[config.mk]
export PLATFORM = sky130hd
export DESIGN_NAME = sport_top
export DESIGN_NICKNAME = d
export VERILOG_FILES = /design/src/rtl/sport_pkg.sv /design/src/rtl/sport_fifo.sv /design/src/rtl/sport_tick.sv /design/src/rtl/sport_tx.sv /design/src/rtl/sport_rx.sv /design/src/rtl/sport_top.sv
export SDC_FILE = /design/constraint.sdc
export NUM_CORES = 1
export LEC_CHECK = 0
export BUFFER_PORTS_ARGS = -buffer_cell sky130_fd_sc_hd__buf_2
export CAP_MARGIN = 20
export CORE_ASPECT_RATIO = 1.25
export CORE_MARGIN = 2
export CORE_UTILIZATION = 30
export CTS_CLUSTER_DIAMETER = 40
export DETAILED_ROUTE_END_ITERATION = 16
export SLEW_MARGIN = 20
export SYNTH_ARGS = -nofsm -noshare
export SYNTH_HDL_FRONTEND = slang
export SYNTH_SLANG_ARGS = --single-unit
[constraint.sdc]
create_clock -name clk -period 7.85 [get_ports clk]
set_input_delay 1.57 -clock clk [delete_from_list [all_inputs] [get_ports clk]]
set_output_delay 1.57 -clock clk [all_outputs]
set_load 0.01 [all_outputs]
[src/rtl/sport_pkg.sv]
`timescale 1ns/1ps
package sport_pkg;

   // control register layout: bit 2 odd, bit 1 parity enable, bit 0 eight bits
   typedef struct packed {
      logic odd;
      logic par_en;
      logic eight;
   } ctrl_t;

   typedef struct packed {
      logic [10:0] bits;
      logic [3:0]  len;
   } frame_t;

   typedef enum logic [1:0] {RX_IDLE, RX_START, RX_BITS} rx_state_t;

   localparam int OFS_TXD = 'h0;
   localparam int OFS_RXD = 'h4;
   localparam int OFS_ERR = 'h8;
   localparam int OFS_CTL = 'hC;

   // assemble the line bits of one frame, bit 0 goes out first
   function automatic frame_t build_frame(input logic [7:0] d, input ctrl_t c);
      frame_t f;
      int     n;
      logic   p;
      f.bits    = '1;
      f.bits[0] = 1'b0;
      n         = 1;
      p         = c.odd;
      for (int i = 0; i < 8; i++) begin
         if (i < 7 || c.eight) begin
            f.bits[n] = d[i];
            p         = p ^ d[i];
            n++;
         end
      end
      if (c.par_en) begin
         f.bits[n] = p;
         n++;
      end
      n++;
      f.len = 4'(n);
      return f;
   endfunction

endpackage

[src/rtl/sport_fifo.sv]
`timescale 1ns/1ps
module sport_fifo #(
   parameter int W     = 8,
   parameter int DEPTH = 16
) (
   input  logic         clk,
   input  logic         rst_n,
   input  logic         push,
   input  logic [W-1:0] wdata,
   input  logic         pop,
   output logic [W-1:0] rdata,
   output logic         full,
   output logic         empty
);
   localparam int AW = $clog2(DEPTH);

   generate
      if (DEPTH < 2 || (DEPTH & (DEPTH - 1)) != 0) begin : g_bad_depth
         $error("sport_fifo: DEPTH must be a power of two of at least 2");
      end
   endgenerate

   logic [W-1:0]  mem [DEPTH];
   logic [AW-1:0] wp, rp;
   logic [AW:0]   cnt;
   logic          do_push, do_pop;

   assign full    = (cnt == (AW+1)'(DEPTH));
   assign empty   = (cnt == '0);
   assign do_push = push && !full;
   assign do_pop  = pop && !empty;
   assign rdata   = mem[rp];

   always_ff @(posedge clk) begin
      if (do_push) mem[wp] <= wdata;
   end

   always_ff @(posedge clk or negedge rst_n) begin
      if (!rst_n) begin
         wp  <= '0;
         rp  <= '0;
         cnt <= '0;
      end else begin
         if (do_push) wp <= wp + 1'b1;
         if (do_pop)  rp <= rp + 1'b1;
         case ({do_push, do_pop})
            2'b10:   cnt <= cnt + 1'b1;
            2'b01:   cnt <= cnt - 1'b1;
            default: cnt <= cnt;
         endcase
      end
   end
endmodule

[src/rtl/sport_tick.sv]
`timescale 1ns/1ps
module sport_tick #(
   parameter int DIV = 2
) (
   input  logic clk,
   input  logic rst_n,
   input  logic clr,
   output logic tick
);
   localparam int CW = (DIV > 1) ? $clog2(DIV) : 1;

   generate
      if (DIV < 1) begin : g_bad_div
         $error("sport_tick: DIV must be at least 1");
      end
   endgenerate

   logic [CW-1:0] cnt;
   logic          wrap;

   assign wrap = (cnt == CW'(DIV - 1));
   assign tick = !clr && wrap;

   always_ff @(posedge clk or negedge rst_n) begin
      if (!rst_n)     cnt <= '0;
      else if (clr)   cnt <= '0;
      else if (wrap)  cnt <= '0;
      else            cnt <= cnt + 1'b1;
   end
endmodule

[src/rtl/sport_tx.sv]
`timescale 1ns/1ps
module sport_tx
   import sport_pkg::*;
#(
   parameter int DIV = 2
) (
   input  logic       clk,
   input  logic       rst_n,
   input  ctrl_t      ctrl,
   input  logic       q_empty,
   input  logic [7:0] q_data,
   output logic       q_pop,
   output logic       txd,
   output logic       busy
);
   logic [10:0] shreg;
   logic [3:0]  left;
   logic [3:0]  sub;
   logic        tick;
   frame_t      fr;

   sport_tick #(.DIV(DIV)) u_tick (
      .clk  (clk),
      .rst_n(rst_n),
      .clr  (!busy),
      .tick (tick)
   );

   assign fr    = build_frame(q_data, ctrl);
   assign q_pop = !busy && !q_empty;
   assign txd   = busy ? shreg[0] : 1'b1;

   always_ff @(posedge clk or negedge rst_n) begin
      if (!rst_n) begin
         busy  <= 1'b0;
         shreg <= '1;
         left  <= '0;
         sub   <= '0;
      end else if (!busy) begin
         if (!q_empty) begin
            shreg <= fr.bits;
            left  <= fr.len;
            sub   <= '0;
            busy  <= 1'b1;
         end
      end else if (tick) begin
         sub <= sub + 1'b1;
         if (sub == 4'd15) begin
            shreg <= {1'b1, shreg[10:1]};
            left  <= left - 1'b1;
            if (left == 4'd1) busy <= 1'b0;
         end
      end
   end
endmodule

[src/rtl/sport_rx.sv]
`timescale 1ns/1ps
module sport_rx
   import sport_pkg::*;
#(
   parameter int DIV  = 2,
   parameter int SYNC = 2
) (
   input  logic       clk,
   input  logic       rst_n,
   input  ctrl_t      ctrl,
   input  logic       rxd,
   output logic       done,
   output logic [7:0] data,
   output logic       perr,
   output logic       ferr
);
   generate
      if (SYNC < 2) begin : g_bad_sync
         $error("sport_rx: SYNC must be at least 2");
      end
   endgenerate

   logic [SYNC-1:0] sy;
   logic            rxs;
   rx_state_t       state;
   ctrl_t           cfg;
   logic [3:0]      sub, idx, nd;
   logic [7:0]      acc;
   logic            pacc, pe, tick;

   always_ff @(posedge clk or negedge rst_n) begin
      if (!rst_n) sy <= '1;
      else        sy <= {sy[SYNC-2:0], rxd};
   end
   assign rxs = sy[SYNC-1];
   assign nd  = cfg.eight ? 4'd8 : 4'd7;

   sport_tick #(.DIV(DIV)) u_tick (
      .clk  (clk),
      .rst_n(rst_n),
      .clr  (state == RX_IDLE),
      .tick (tick)
   );

   always_ff @(posedge clk or negedge rst_n) begin
      if (!rst_n) begin
         state <= RX_IDLE;
         cfg   <= '0;
         sub   <= '0;
         idx   <= '0;
         acc   <= '0;
         pacc  <= 1'b0;
         pe    <= 1'b0;
         done  <= 1'b0;
         data  <= '0;
         perr  <= 1'b0;
         ferr  <= 1'b0;
      end else begin
         done <= 1'b0;
         case (state)
            RX_IDLE: begin
               if (!rxs) begin
                  state <= RX_START;
                  cfg   <= ctrl;
                  sub   <= '0;
               end
            end
            RX_START: begin
               if (tick) begin
                  if (sub == 4'd7) begin
                     sub <= '0;
                     if (!rxs) begin
                        state <= RX_BITS;
                        idx   <= '0;
                        acc   <= '0;
                        pacc  <= 1'b0;
                        pe    <= 1'b0;
                     end else begin
                        state <= RX_IDLE;
                     end
                  end else begin
                     sub <= sub + 1'b1;
                  end
               end
            end
            RX_BITS: begin
               if (tick) begin
                  sub <= sub + 1'b1;
                  if (sub == 4'd15) begin
                     if (idx < nd) begin
                        acc[idx[2:0]] <= rxs;
                        pacc          <= pacc ^ rxs;
                        idx           <= idx + 1'b1;
                     end else if (cfg.par_en && idx == nd) begin
                        pe  <= pacc ^ rxs ^ cfg.odd;
                        idx <= idx + 1'b1;
                     end else begin
                        done  <= 1'b1;
                        data  <= acc;
                        perr  <= pe;
                        ferr  <= !rxs;
                        state <= RX_IDLE;
                     end
                  end
               end
            end
            default: state <= RX_IDLE;
         endcase
      end
   end
endmodule

[src/rtl/sport_top.sv]
`timescale 1ns/1ps
module sport_top
   import sport_pkg::*;
#(
   parameter int AW    = 4,
   parameter int DEPTH = 16,
   parameter int DIV   = 2,
   parameter int SYNC  = 2
) (
   input  logic          clk,
   input  logic          rst_n,
   input  logic          psel,
   input  logic          penable,
   input  logic          pwrite,
   input  logic [AW-1:0] paddr,
   input  logic [7:0]    pwdata,
   output logic [7:0]    prdata,
   output logic          txd,
   input  logic          rxd,
   output logic          tx_ready,
   output logic          rx_avail
);
   generate
      if (AW < 4) begin : g_bad_aw
         $error("sport_top: AW must be at least 4");
      end
   endgenerate

   ctrl_t      ctrl_q;
   logic [2:0] err_q;
   logic       wr_acc, rd_acc;
   logic       tx_full, tx_empty, tx_pop, tx_busy;
   logic [7:0] tx_head;
   logic       rx_full, rx_empty, rx_pop, rx_done, rx_perr, rx_ferr;
   logic [7:0] rx_head, rx_char;
   logic [2:0] err_new;

   assign wr_acc = psel && penable && pwrite;
   assign rd_acc = psel && penable && !pwrite;
   assign rx_pop = rd_acc && (paddr == AW'(OFS_RXD));

   sport_fifo #(.W(8), .DEPTH(DEPTH)) u_txq (
      .clk  (clk),
      .rst_n(rst_n),
      .push (wr_acc && (paddr == AW'(OFS_TXD))),
      .wdata(pwdata),
      .pop  (tx_pop),
      .rdata(tx_head),
      .full (tx_full),
      .empty(tx_empty)
   );

   sport_tx #(.DIV(DIV)) u_tx (
      .clk    (clk),
      .rst_n  (rst_n),
      .ctrl   (ctrl_q),
      .q_empty(tx_empty),
      .q_data (tx_head),
      .q_pop  (tx_pop),
      .txd    (txd),
      .busy   (tx_busy)
   );

   sport_rx #(.DIV(DIV), .SYNC(SYNC)) u_rx (
      .clk  (clk),
      .rst_n(rst_n),
      .ctrl (ctrl_q),
      .rxd  (rxd),
      .done (rx_done),
      .data (rx_char),
      .perr (rx_perr),
      .ferr (rx_ferr)
   );

   sport_fifo #(.W(8), .DEPTH(DEPTH)) u_rxq (
      .clk  (clk),
      .rst_n(rst_n),
      .push (rx_done && !rx_full),
      .wdata(rx_char),
      .pop  (rx_pop),
      .rdata(rx_head),
      .full (rx_full),
      .empty(rx_empty)
   );

   assign err_new = {rx_done && rx_full, rx_done && rx_ferr, rx_done && rx_perr};

   always_ff @(posedge clk or negedge rst_n) begin
      if (!rst_n) begin
         ctrl_q <= '0;
         err_q  <= '0;
      end else begin
         if (wr_acc && paddr == AW'(OFS_CTL)) ctrl_q <= pwdata[2:0];
         if (rd_acc && paddr == AW'(OFS_ERR)) err_q <= err_new;
         else                                 err_q <= err_q | err_new;
      end
   end

   always_comb begin
      prdata = '0;
      if (paddr == AW'(OFS_RXD))      prdata = rx_empty ? 8'h00 : rx_head;
      else if (paddr == AW'(OFS_ERR)) prdata = {5'b0, err_q};
      else if (paddr == AW'(OFS_CTL)) prdata = {5'b0, ctrl_q};
   end

   assign tx_ready = !tx_full;
   assign rx_avail = !rx_empty;
endmodule

**After elaboration in Yosys (flattened, before gate mapping)**

Memories as Yosys holds them, arrays and structs flattened.
Cells that the tools add are included.

- Memories kept: 2
- Bits in writable memories: 256
- Flip-flop bits (word level): 90
- Output and inout bits: 11

- $lt $le $gt $ge: 5
- Equal/unequal tests: 30
- Reductions and logical operators: 46
- Bitwise gates (word level): 14
- $add $sub $neg: 16
- Mux-type cells: 89

Memory list:

| memory | words | width | rd ports | clocked after memory_dff | write ports | RTL line | RTL |
|---|---|---|---|---|---|---|---|
| u_rxq.mem | 16 | 8 | 1 | 0 | 1 | sport_fifo.sv:23 | `logic [W-1:0] mem [DEPTH];` |
| u_txq.mem | 16 | 8 | 1 | 0 | 1 | sport_fifo.sv:23 |  |

Operator list:

| operator | count |
|---|---|
| $mux W4 | 19 |
| $mux W8 | 8 |
| $mux W11 | 5 |
| $mux W1 | 33 |
| $add A4 B1 Y4 const B | 8 |
| $ge A32 B1 Y1 const B | 1 |
| $lt A32 B6 Y1 const B | 1 |
| $logic_and A1 B1 Y1 | 21 |
| $reduce_and A7 Y1 | 3 |
| $pmux W5 S2 | 2 |
| $eq A4 B4 Y1 const B | 4 |
| $mux W2 | 8 |
| $pmux W8 S2 | 1 |
| $ne A2 B2 Y1 const B | 7 |
| $ne A2 B1 Y1 const B | 6 |
| $pmux W4 S3 | 1 |
| $bwmux W11 | 1 |
| $add A5 B1 Y5 const B | 2 |
| $eq A5 B5 Y1 const B | 2 |
| $logic_not A5 Y1 | 2 |
| $sub A5 B1 Y5 const B | 2 |
| $xor A1 B1 Y1 | 10 |
| $mux W3 | 3 |
| $mux W9 | 1 |
| other kinds (30) | 49 |

**Logic depth before layout (Yosys ltp)**

Gate-level depths: netlist of run 1.
An unclocked memory read counts as a cell.

- Word-level depth: 14
- Mapped depth: 13
- Depth with buffers taken out: 13

**Modules after synthesis**

Synthesis of run 1 repeated with hierarchy kept, for this count alone.

- Cell total of the unflattened synthesis: 1010
- Area total of the unflattened synthesis: 15192.1 µm²

Modules (own cells, without submodules):

| module | cells an instance | area each (µm²) | times used |
|---|---|---|---|
| sport_fifo | 332 | 5779.3 | 2 |
| sport_rx | 189 | 2078.2 | 1 |
| sport_tx | 113 | 1077.3 | 1 |
| sport_top | 38 | 392.9 | 1 |
| sport_tick | 3 | 42.5 | 2 |

**Worst setup path before layout of run 1**

OpenSTA, ideal clock, no wires.

- Kind: in2reg
- Start: input paddr[2]
- End: register u_rxq.cnt[4]
- Library setup time: 0.125 ns
- Slack: 3.794 ns
- Buffers on the path: 1
- Arrival: 3.931 ns
- Cell stages on the path: 12
- Path through: clkbuf_1 > nand3_1 > nor3_1 > ha_1 > inv_1 > fa_1 > inv_1 > a21o_1 > a21oi_1 > xnor2_1 > nor2_1 > xor2_1

- Cells in the longest elaborated chain, start to end: 5
- Elaborated cells between the ends (all ways): 7
- Classes of those cells: eq/ne: 3; mux: 1; reduce/logical: 3

Ends and longest elaborated chain:

| element | RTL line | RTL |
|---|---|---|
| start, declared | sport_top.sv:15 | `input logic [AW-1:0] paddr,` |
| $eq A4 B3 Y1 (*) | sport_top.sv:40 | `assign rx_pop = rd_acc && (paddr == AW'(OFS_RXD));` |
| $logic_and A1 B1 Y1 (*) | sport_top.sv:40 |  |
| $logic_and A1 B1 Y1 (*) | sport_fifo.sv:31 | `assign do_pop = pop && !empty;` |
| net u_rxq.do_pop | sport_fifo.sv:26 | `logic do_push, do_pop;` |
| $eq A2 B1 Y1 or $eq A2 B2 Y1 (tied branches) | sport_fifo.sv:46 | `case ({do_push, do_pop})` |
| $pmux W5 S2 or $reduce_bool A2 Y1 (tied branches) | - |  |
| end signal, assigned | sport_fifo.sv:47 | `2'b10: cnt <= cnt + 1'b1;` |
| end signal, assigned | sport_fifo.sv:48 | `2'b01: cnt <= cnt - 1'b1;` |
| end signal, assigned | sport_fifo.sv:49 | `default: cnt <= cnt;` |
| end, declared | sport_fifo.sv:25 | `logic [AW:0] cnt;` |

Mark *: on every way through the listed nets, which the timed path passes. The rest lies on a longest branch.
A chain may end at the register's enable or synchronous reset.

**Worst setup path in the final report of run 1**

- Start: register u_rxq.rp[0]
- End: output prdata[3]

- Cells in the longest elaborated chain, start to end: 3

Ends and longest elaborated chain:

| element | RTL line | RTL |
|---|---|---|
| start, declared | sport_fifo.sv:24 | `logic [AW-1:0] wp, rp;` |
| start signal, assigned | sport_fifo.sv:45 | `if (do_pop) rp <= rp + 1'b1;` |
| $mem_v2 Z16 W8 | - |  |
| $mux W8 (2 in series) | sport_top.sv:101 | `if (paddr == AW'(OFS_RXD)) prdata = rx_empty ? 8'h00 : rx_head;` |
| end, declared | sport_top.sv:17 | `output logic [7:0] prdata,` |

No other way between the ends.

==> impl.org, run 1 <==
** Place
- The congestion estimate from routability-driven global placement came to around 0.76.
- During placement, the flow inserted port buffers numbering 28.
- Once detailed placement completed, the half-perimeter wirelength came to ~19 mm.
- The placed instances occupy a cell area of about 15000 um^2.

** Clock network
- Clock tree from TritonCTS :: built
- Number of hold buffers added after cts :: 0
- Root cell of the clock tree :: clkbuf_16
- Clock latency on the worst-skew pair, taken at its later pin, is between 0.5 and 0.6 ns.
- Max clock buf depth :: 3
- Clock transition at the register clock pins on the worst setup and hold paths after CTS :: around 0.060 ns
- In this run, post-CTS repair resized a total of 0 instances.
- Number of buffers added by the clock tree synthesis step :: 44
- Number of setup buffers added after CTS :: 0
- CTS built an H-tree with a depth of 2.
- The clock net in this run drives a total of between 300 and 400 sinks.

** Synthesis
- Share of synthesized cell area in full adder, half adder and majority cells :: 0.0311
- Number of enable-type register cells in the synthesized netlist :: 256
- Synth Area per Inst :: roughly 16 um^2
- Most used DFF post-synth :: edfxtp_1
- Flip-flop and latch count after synthesis :: roughly 350
- The compound-cell area share of the yosys netlist came to 0.0619.
- Main combinational cell family by area after synthesis :: multiplexers
- Async set-reset flop share out of synthesis :: 0.258
- Xor/xnor cell area share of the yosys netlist :: 0.0216
- Synth cell types :: 52
- Of the post-synthesis cell area, the dominant cell type holds 0.528.
- Of the synthesized area, sequential elements account for 0.682.
- Number of warnings printed during yosys synthesis :: 0
- Cell taking the most area after synthesis :: edfxtp_1
- By area the synthesized netlist is led by edfxtp_1 53%, dfrtp_1 13%, mux4_2 8.2%.
- Fraction of synthesized area in multiplexers :: 0.120
- The number of nets in the synthesized netlist is about 970.
- Cell area after technology mapping :: between 10000 and 15000 um^2
- After technology mapping, the gate count stands at 919.
- Of the total synthesized cell area, the portion taken by AND, OR, NAND and NOR gates is 0.0626.

** Worst setup path
- Nature of the critical path endpoint :: output pin
- Critical Path Source Type :: flip-flop
- Data required time of the critical path :: 6.28 ns
- Of all nets on the critical path, the largest fanout is 35.
- Critical path type :: flip-flop to output pin
- Arrival time of data at the critical path endpoint :: between 2 and 3 ns

** Power and ir drop
- Leakage :: about 5.9 nW
- Power per standard cell area :: ~310 nW/um^2
- IR analysis of the VDD net gives a maximum drop of around 0.00017 V.

** GRT
- Maximum number of pins on one net before global-route repair :: 80
- Initial antenna violation count :: 0
- In the global route stage, overall resource usage came out at 0.118.
- After global routing the overflow that remains totals 0.
- In the global route stage, met2 resource usage came out at 0.205.
- Met1 usage :: 0.147
- Peak-usage layer in the global routing report :: met2
- The first global-routing pass estimated around 46 mm of wire.
- Number of global-route vias before repair :: between 8000 and 9000
- Met3 track demand over resource in global routing :: 0.0235

** Floorplan
- The die is 201 um wide.
- The floorplan step defined a core boundary enclosing 48100 um^2.
- Height of the chip :: between 200 and 300 um
- The floorplan step defined a die boundary enclosing 50300 um^2.
- The initial utilization of the core area, before any placement, comes to 0.303.
- Count of standard-cell rows :: 90
- IO Count :: 29

** Timing
- After layout, the minimum clock period comes to approximately 4.4 ns.
- Dividing the final minimum period by the clock period gives 0.563.
- Rel. slew slack :: 0.319
- At the pin with the least slew margin, the transition time is slightly above 1 ns.
- The max-slew violation total from the final report is 0.
- The final-report hold violation count was 0.
- Max Clock Skew :: 0.0506 ns
- Setup repair after global routing missed its margin :: false
- Timing would allow up to 0.226 GHz.
- Summed over all failing endpoints, the final setup total negative slack is 0 ns.
- Total setup violations reported at the end of the flow :: 0

** Run status
- Run status :: completed

** Hold path
- In this run the worst hold path is classified as flip-flop to flip-flop.

** Flow run
- Across the run, the number of max-cap violations was 0.

** Layout
- Fraction of final layout cells sized beyond drive strength 1 :: 0.197
- Area delta synth->final :: 16.7%
- Area of all placed cells without fillers :: roughly 17000 um^2
- The final layout contains 1021 nets.
- Count of inserted antenna diode cells :: 0

** Drt
- The detailed router finished its first iteration with just over 500 violations.
- Via count normalized by instance count :: 4.69
- The final layout contains routed wiring with a total length of 29.2 mm.
- The first detailed-routing pass ran for 5 iterations.
- DR WL/cell :: between 15 and 20 um
- Post-route antenna net violation count :: 0
- Vias post-DR :: approximately 7700
- For this run, design rule violations remaining after detail routing come to 0.
## layer usage
metal  vias up  share of wire
met5         -              0
met4         0          0.025
met3        54          0.040
met2       142           0.51
met1      3918           0.43
li1       3622              -
## power breakdown
part           internal [mW]  switching (mW)
registers               2.07           0.139
logic                  0.503           0.572
clock network           1.21           0.845
total                   3.78            1.56
## cell families (layout without fill, tap and decap cells)
group	Yosys count	count (layout)
xor gates and xnor gates	35	35
and+or+nand+nor	206	206
adders and majority gates	35	35
muxes	87	87
buffers and inverters	70	155
DFF	345	345
AOI/OAI and AO/OA	141	141
## path summary, 6_finish.rpt
check / from / slack [ns] / endpoint / depth (start not counted)
max in group asynchronous: rst_n / 6.04 / u_txq.rp[1] / 2
min reg2reg: u_rx.sy[0] / 0.35 / u_rx.sy[1] / 0
min in group asynchronous: rst_n / 0.83 / u_rxq.rp[0] / 1
max: u_rxq.rp[0] / 3.43 / prdata[3] / 6
min: u_rx.sy[0] / 0.35 / u_rx.sy[1] / 0
max reg2reg: u_rxq.cnt[0] / 4.66 / u_rxq.cnt[4] / 13
## synth_stat cells (all sizes together), types with 10 or more instances
library cell / number
a211oi: 11
a21oi: 18
a22o: 17
a22oi: 11
buf: 19
clkbuf: 22
dfrtp: 77
dfstp: 12
edfxtp: 256
ha: 33
inv: 28
mux2i: 13
mux4: 65
nand2: 88
nand3: 17
nor2: 50
nor2b: 10
nor3: 13
o21ai: 55
xnor2: 26
## per-stage QoR
step	hold WS, ns	power (mW)	setup slack, ns	cells	util
floorplan	0.345	3.08	3.79	919	-
global placement	0.346	3.31	3.40	1566	0.321
detailed placement	0.347	3.33	3.34	1566	0.321
CTS	0.355	5.41	3.30	1648	0.353
global route	0.363	5.60	3.28	1648	0.353
finish	0.355	5.34	3.43	1648	0.353
## layout by cell type (no fill, tap or decap), types with 17 or more instances in the layout
cell,instances
nor2_1,50
dfrtp_1,74
mux4_2,53
edfxtp_1,256
inv_1,28
xnor2_1,25
clkbuf_16,44
a22o_1,17
o21ai_0,54
buf_2,27
nand2_1,88
a21oi_1,17
nand3_1,17
ha_1,33
## critical path: stages, from the launching register on
cell and delay [ns]:
dfrtp_2 0.34, buf_4 0.55, mux4_2 0.58, nor2b_1 0.15, a211oi_1 0.40, a211oi_1 0.09, buf_2 0.17
## sequential cells by signal, summed over array words and instances, names as in the netlist, 3 cells and up
signal      count
u_rxq.cnt       5
u_tx.left       4
u_tx.sub        4
u_txq.wp        4
u_rx.idx        4
u_rxq.rp        4
u_txq.cnt       5
u_tx.shreg     10
u_rx.acc        8
u_rxq.mem     128
ctrl_q          3
u_rx.data       8
err_q           3
u_rx.sub        4
u_rxq.wp        4
u_txq.mem     128
u_rx.cfg        3
u_txq.rp        4
## layout make-up
type | count | area, um^2
fill | 4592 | 31100
timing repair buffer | 44 | 267
tap | 644 | 806
inverter | 29 | 109
clock buffer | 55 | 1180
clock inverter | 27 | 373
multi-input combinational | 504 | 4330
sequential | 345 | 9930
No activity file was read; power rests on OpenSTA's default activity.
==> run 2, diff against run 1 <==
Clock period 7.85 ns to 4.58 ns, I/O delays scaled along.
==> run 2 against run 1 <==
Non-clock buffer count rose by 3. Sequential share of layout area rose by 0.11 points. Global-route usage barely moved. Flip-flop and latch count did not move. Register-to-register slack got worse by 3.2 ns. Hold slack barely moved. Power rose by 71%. Cell area fell by 0.20%. Count of clock-buffer cells in the layout rose by 3. Clock skew fell by 0.028 ns. Via count rose by 0.81%. Critical path depth did not move. Highest routed layer unchanged.
==> impl.org, run 2 (synthesis gave the netlist of run 1 again) <==
** Clock network
- Clock transition at the register clock pins on the worst setup and hold paths after CTS :: 0.05 ns (about the same)
- The worst-skew pair later-pin latency is 0.57 ns (-0.02 ns).
- TritonCTS built the clock tree.
- The number of buffers on the longest clock path was 3 (unchanged).
- Number of buffers added by the clock tree synthesis step :: 43 (-2.3%)
- Number of hold buffers added after cts :: 0 (unchanged)
- Root cell of the clock tree :: clkbuf_16
- Number of setup buffers added after CTS :: 0 (unchanged)
- The H-tree depth came to 2 (unchanged).
- Sink Count :: 345 (unchanged)
- The post-cts gate resize count was 0 (unchanged).

** Timing
- For the finished layout, the period the worst path requires is 3.73 ns.
- Max Clock Skew :: 0.0230 ns (-0.0276 ns)
- The setup TNS came to 0 ns (unchanged).
- The max-slew violation total from the final report was 0 (unchanged).
- Worst Max-Slew Pin Slew :: 0.941 ns (-0.0785 ns)
- The final count of negative-setup-slack endpoints is 0 (unchanged).
- The relative max-transition margin is 0.373 (+0.0538).
- Static timing analysis puts the maximum clock frequency at between 0.2 and 0.3 GHz.
- The final-report hold violation count came to 0 (unchanged).
- The worst hold slack is 0.355 ns (-0.0000670 ns).
- In the finished design, the share of the clock period the worst path needs comes to 0.815.
- Setup repair after global routing missed its margin :: false
- The post-layout worst setup margin is 0.845 ns (-2.58 ns).

** Layout
- The fraction of the core area covered by cells at the end of the flow came to 0.353 (-0.000703).
- Count of inserted antenna diode cells :: 0 (unchanged)
- Leading cell types in the layout, fill and taps excluded :: 256 x edfxtp_1, 88 x nand2_1, 75 x dfrtp_1
- Number of cells in the finished layout apart from fillers :: 1649 (+0.061%)
- The largest registers in the layout are u_rxq.mem (128), u_txq.mem (128), u_tx.shreg (10).
- The library cell used most frequently in the layout, excluding fill and tap cells, is edfxtp_1.
- Area delta synth->final :: 16.5%
- The number of nets in the finished design was 1023 (+0.20%).
- The ratio of cells with drive above 1 in the final layout was 0.191 (-0.00617).
- Area of all placed cells without fillers :: 17000 um^2 (-0.20%)

** GRT
- Global route overflow :: 0 (unchanged)
- The number of global-route vias before repair was 8224 (+2.5%).
- The global-route total usage across every layer came to 0.118 (about the same).
- Initial antenna violation count :: 0 (unchanged)
- The wire length of the first global-routing pass came to 46.4 mm (about the same).
- The pin count of the biggest net entering global routing was 71 (-11%).

** Floorplan
- The number of standard-cell rows in the floorplan was 90 (unchanged).
- The count of boundary I/O pins was 29 (unchanged).
- Starting density of the core :: 0.303 (unchanged)
- Height of the chip :: 250 um (unchanged)
- Die Span X :: 201 um (unchanged)
- The area of the die was 50300 um^2 (unchanged).
- Core Area :: 48100 um^2 (unchanged)

** Place
- The number of cells after detailed placement was 1569 (+0.19%).
- Count of port buffers added during placement :: 28 (unchanged)
- Area of placed instances :: 15500 um^2 (+0.30%)
- Setup slack at placement :: 1.07 ns (-2.27 ns)
- The detailed-placement wirelength estimate is 19.0 mm (+1.3%).
- The routability congestion estimate was 0.773 (+1.2%).

** Drt
- The detailed-routing iteration count for the pre-antenna-repair pass came to 5 (unchanged).
- Post-route antenna net violation count :: 0 (unchanged)
- DR WL/cell :: 17.7 um (about the same)
- The vias after detailed routing came to 7799 (+0.81%).
- The wire length after detailed routing is 29.2 mm (about the same).
- The number of vias per cell after detailed routing was 4.73 (+0.75%).
- Initial DRC count :: 541 (+5.0%)
- Post-detailed-route DRC marker count :: 0 (unchanged)

** Hold path
- The number of instances on the worst hold path came to 0 (unchanged).
- Hold Crit Start :: u_rx.sy[0]
- Min-delay worst type :: flip-flop to flip-flop
- For hold timing, the worst endpoint is u_rx.sy[1].

** Power and ir drop
- Design Power :: 9.12 mW (+71%)
- Power per standard cell area :: 538 nW/um^2 (+71%)
- The worst-case vdd ir drop is 0.000282 V (+65%).
- Leakage :: 5.92 nW (+0.95%)

** Flow run
- The max-capacitance violation count came to 0 (unchanged).

** Worst setup path
- The maximum fanout count along the critical path was 24 (-31%).
- Critical Path Source Type :: flip-flop
- By startpoint and endpoint, the worst setup path is classified as flip-flop to output pin.
- R2R depth :: 14 (+1)
- In this run the worst setup path begins at u_rxq.rp[0].
- Arrival time of data at the critical path endpoint :: 2.82 ns (-0.03 ns)
- Data required time of the critical path :: 3.66 ns (-2.62 ns)
- The endpoint identified for the worst register-to-register timing path is u_rxq.cnt[4].
- FF-to-FF setup slack :: 1.48 ns (-3.18 ns)
- Launch instance of the worst register-to-register path :: u_rxq.cnt[1]
- Nature of the critical path endpoint :: output pin

** Run status
- Run status :: completed
## run 2: area by class of cell
| class | instances | area (um^2) |
|---|---|---|
| inverters | 29 | 109 |
| flip-flops and latches | 345 | 9930 |
| clock inverters | 22 | 307 |
| fillers | 4582 | 31100 |
| well taps | 644 | 806 |
| clock buffers | 58 | 1170 |
| multi-input cells | 504 | 4330 |
| repair buffers | 47 | 310 |
## run 2: worst max-delay path, stage by stage, from the launching register on
cell,delay [ns]
dfrtp_2,0.62
buf_12,0.28
mux4_2,0.54
mux2_2,0.30
a21oi_1,0.24
o22ai_1,0.10
buf_2,0.15
## run 2: worst max path at each step
stage,depth (start not counted),to,slack [ns]
3_5_place_dp,14,u_rxq.cnt[4],1.07
6_report,6,prdata[2],0.85
3_3_place_gp,14,u_rxq.cnt[4],1.10
4_1_cts,6,prdata[2],0.76
2_1_floorplan,12,u_rxq.cnt[4],1.18
5_1_grt,6,prdata[2],0.66
## run 2: metal layers
layer	part of all wire	track usage	up-vias	wire, um
met5	0	0	-	0
met4	0.020	0.0375	0	585
met3	0.040	0.0246	40	1170
met2	0.50	0.204	141	14700
met1	0.44	0.148	3982	12800
li1	-	-	3636	-
## run 2: power by group
part	internal (mW)	switching [mW]
sequential	3.55	0.232
clock	2.07	1.35
combinational	0.903	1.01
==> run 3, diff against run 2 <==
Clock period 4.58 ns to 3.45 ns, I/O delays scaled along.
==> run 3 against run 2 <==
Power rose by 37%. Register-to-register slack got worse by 0.94 ns. Sequential power rose by 32%. Via count rose by 2.6%. Clock power rose by 43%. Count of clock-buffer cells in the layout did not move. First-iteration DRC count fell by 11%. Setup slack got worse by 0.62 ns. Cell area rose by 2.3%. Cell count rose by 2.3%. Non-clock buffer count rose by 32. Flip-flop and latch count did not move. Highest routed layer unchanged.
==> impl.org, run 3 (synthesis gave the netlist of run 1 again) <==
** Power and ir drop
- The reported leakage power came to 6.16 nW (+4.1%).
- Internal Power :: 8.97 mW (+37%)
- The worst-case vdd ir drop is 0.000573 V (+100%).
- The switching part of the total power was 0.281 (-0.00376).
- The part of the power in registers was 0.400 (-0.014).
- The total net switching power came to 3.50 mW (+35%).
- The clock network power share came to 0.393 (+0.018).
- The combinational fraction of design power was 0.207 (-0.003).
- The final total power came to 12.5 mW (+37%).
- The total power density per cell area came to 719 nW/um^2 (+34%).

** Layout
- Leaving out fill and tap cells, the most frequent cell in the layout is edfxtp_1.
- The largest registers in the layout are u_rxq.mem (128), u_txq.mem (128), u_tx.shreg (10).
- Leading cell types in the layout, fill and taps excluded :: 256 x edfxtp_1, 88 x nand2_1, 74 x dfrtp_1
- Number of nets in the layout :: 1058 (+3.4%)
- The ratio of cells with drive above 1 in the final layout was 0.222 (+0.0314).
- Relative to the synthesized area, the layout overhead comes to 19.1%.
- The number of diodes was 0 (unchanged).

** Flow run
- The max-capacitance violation count is 0 (unchanged).

** Run status
- Run status :: completed

** Timing
- In the finished design, the share of the clock period the worst path needs comes to 0.935.
- The final count of negative-setup-slack endpoints came to 0 (unchanged).
- Final critical-path setup slack :: 0.226 ns (-0.620 ns)
- The maximum clock skew at final layout came to 0.0262 ns (+0.00327 ns).
- After layout, the minimum clock period comes to ~3.2 ns.
- The worst hold slack was 0.165 ns (-0.189 ns).
- The relative max-transition margin was 0.473 (+0.100).
- Worst Max-Slew Pin Slew :: 0.788 ns (-0.153 ns)
- The setup TNS came to 0 ns (unchanged).
- Timing would allow up to about 0.31 GHz.
- The max-slew violation total from the final report came to 0 (unchanged).
- The final-report hold violation count came to 0 (unchanged).
- Setup repair after global routing left no endpoint under its margin.

** Floorplan
- The die outline width is 201 um (unchanged).
- Height of the chip :: 250 um (unchanged)
- Core Area :: 48100 um^2 (unchanged)
- The count of boundary I/O pins is 29 (unchanged).
- Count of standard-cell rows :: 90 (unchanged)
- Starting density of the core :: 0.303 (unchanged)
- The area of the die came to 50300 um^2 (unchanged).

** Place
- The number of buffer cells added on primary ports was 28 (unchanged).
- The detailed-placement wirelength estimate came to 19.5 mm (+2.6%).
- Setup slack at placement :: 0.359 ns (-0.714 ns)
- The routability congestion estimate was 0.771 (-0.31%).

** GRT
- Met2 routing resource usage after global routing :: 0.209 (+0.00445)
- The met1 demand-to-capacity share in global routing came to 0.150 (+0.00222).
- The pin count of the biggest net entering global routing was 53 (-25%).
- First-pass GRT wire length :: 47.8 mm (+3.0%)
- Peak-usage layer in the global routing report :: met2
- Met3 track demand over resource in global routing :: 0.0260 (+0.00143)
- Total global routing track utilization :: 0.121 (+0.00280)
- The number of global-route vias before repair was 8436 (+2.6%).
- Global route overflow :: 0 (unchanged)
- Initial antenna violation count :: 0 (unchanged)

** Drt
- Wirelength, routed :: 29.5 mm (+0.88%)
- The number of antenna-violating nets in the routed design came to 0 (unchanged).
- Initial DRC count :: 484 (-11%)
- The vias after detailed routing came to 7998 (+2.6%).
- Number of iterations in the first detailed-routing pass :: 5 (unchanged)
- Post-detailed-route DRC marker count :: 0 (unchanged)
- DR WL/cell :: 17.5 um (-1.4%)
- Via count normalized by instance count :: 4.74 (+0.24%)

** Clock network
- The number of buffers on the longest clock path is 3 (unchanged).
- Number of buffers added by the clock tree synthesis step :: 46 (+7.0%)
- The H-tree depth was 2 (unchanged).
- TritonCTS built the clock tree.
- Root cell of the clock tree :: clkbuf_16
- Insertion delay to the later sink of the worst-skew pair :: 0.58 ns (about the same)
- Number of hold buffers added after cts :: 0 (unchanged)
- Clock transition at the register clock pins on the worst setup and hold paths after CTS :: 0.06 ns (about the same)
- The number of sinks driven by the clock tree is 345 (unchanged).

** Worst setup path
- Critical path type :: flip-flop to output pin
- Arrival time of data at the critical path endpoint :: 2.53 ns (-0.29 ns)
- The register-to-register setup slack is 0.54 ns (-0.94 ns).
- Data required time of the critical path :: 2.76 ns (-0.90 ns)
- Highest fanout seen on the critical path :: 35 (+46%)
- Family of cells with the greatest summed delay on the critical path :: multiplexers
- Max stage delay cell, worst path :: mux4_2
- In this run the critical register-to-register path is launched from u_rxq.cnt[0].
- The largest incremental delay on the critical path was 0.55 ns (-0.07 ns).
- The critical path goes through buf_12, mux4_2, mux2_2, a21oi_1, o22ai_1, buf_2.
- Nature of the critical path endpoint :: output pin
- The total buffers and inverters traversed by the critical path was 2 (unchanged).
- The path depth of the worst reg2reg path is 14 (unchanged).
- FF-to-FF End :: u_rxq.cnt[4]
- Critical Path Source Type :: flip-flop

** Hold path
- Min-delay worst type :: primary input to asynchronous set/reset pin
[run 3: layer usage]
metal / up-vias / part of all wire
met1: 4099 / 0.42
met3: 51 / 0.042
met2: 143 / 0.52
met4: 0 / 0.022
met5: - / 0
li1: 3705 / -
[run 3: final cells by class]
cell class,count,area [um^2]
clock buffers,58,1230
clock inverters,28,388
fillers,4520,30700
inverters,29,109
multi-input cells,504,4320
flip-flops and latches,345,9930
well taps,644,806
repair buffers,79,563
[run 3: power by group through the flow]
stage,Combinational [mW],Sequential (mW),Clock (mW)
global placement,2.59,5.05,0
global route,2.90,5.03,5.18
finish,2.59,4.98,4.90
detailed placement,2.63,5.06,0
CTS,2.63,4.98,5.02
floorplan,2.11,4.93,0
[run 3: metrics by stage]
step | util | cells | cell area (um^2)
after global routing | 0.361 | 1687 | 17300
after CTS | 0.361 | 1687 | 17300
after detailed placement | 0.327 | 1601 | 15700
final | 0.361 | 1687 | 17300
after global placement | 0.327 | 1601 | 15700
after floorplan | - | 919 | 14600
[run 3: timing repair]
| action | CTS | global route |
|---|---|---|
| endpoints found under the setup margin | 0 | 2 |
| buffers inserted | 0 | 0 |
| resized for setup | 0 | 1 |
[run 3: worst max path at each step]
stage                            from  depth (start not counted)           end
after floorplan              paddr[2]                         12  u_rxq.cnt[4]
after global placement       paddr[1]                         14  u_txq.cnt[4]
after detailed placement     paddr[1]                         14  u_rxq.cnt[4]
after CTS                 u_rxq.rp[1]                          5     prdata[7]
after global routing      u_rxq.rp[0]                          6     prdata[0]
final                     u_rxq.rp[0]                          6     prdata[0]
[run 3: worst register-to-register path: cells and delay by family (launching register included)]
kind / cells / cell delay (ns)
AOI/OAI and AO/OA: 2 / 0.33
xor gates and xnor gates: 2 / 0.27
adders and majority gates: 2 / 0.48
buffers and inverters: 3 / 0.34
DFF: 1 / 0.41
and+or+nand+nor: 5 / 0.97
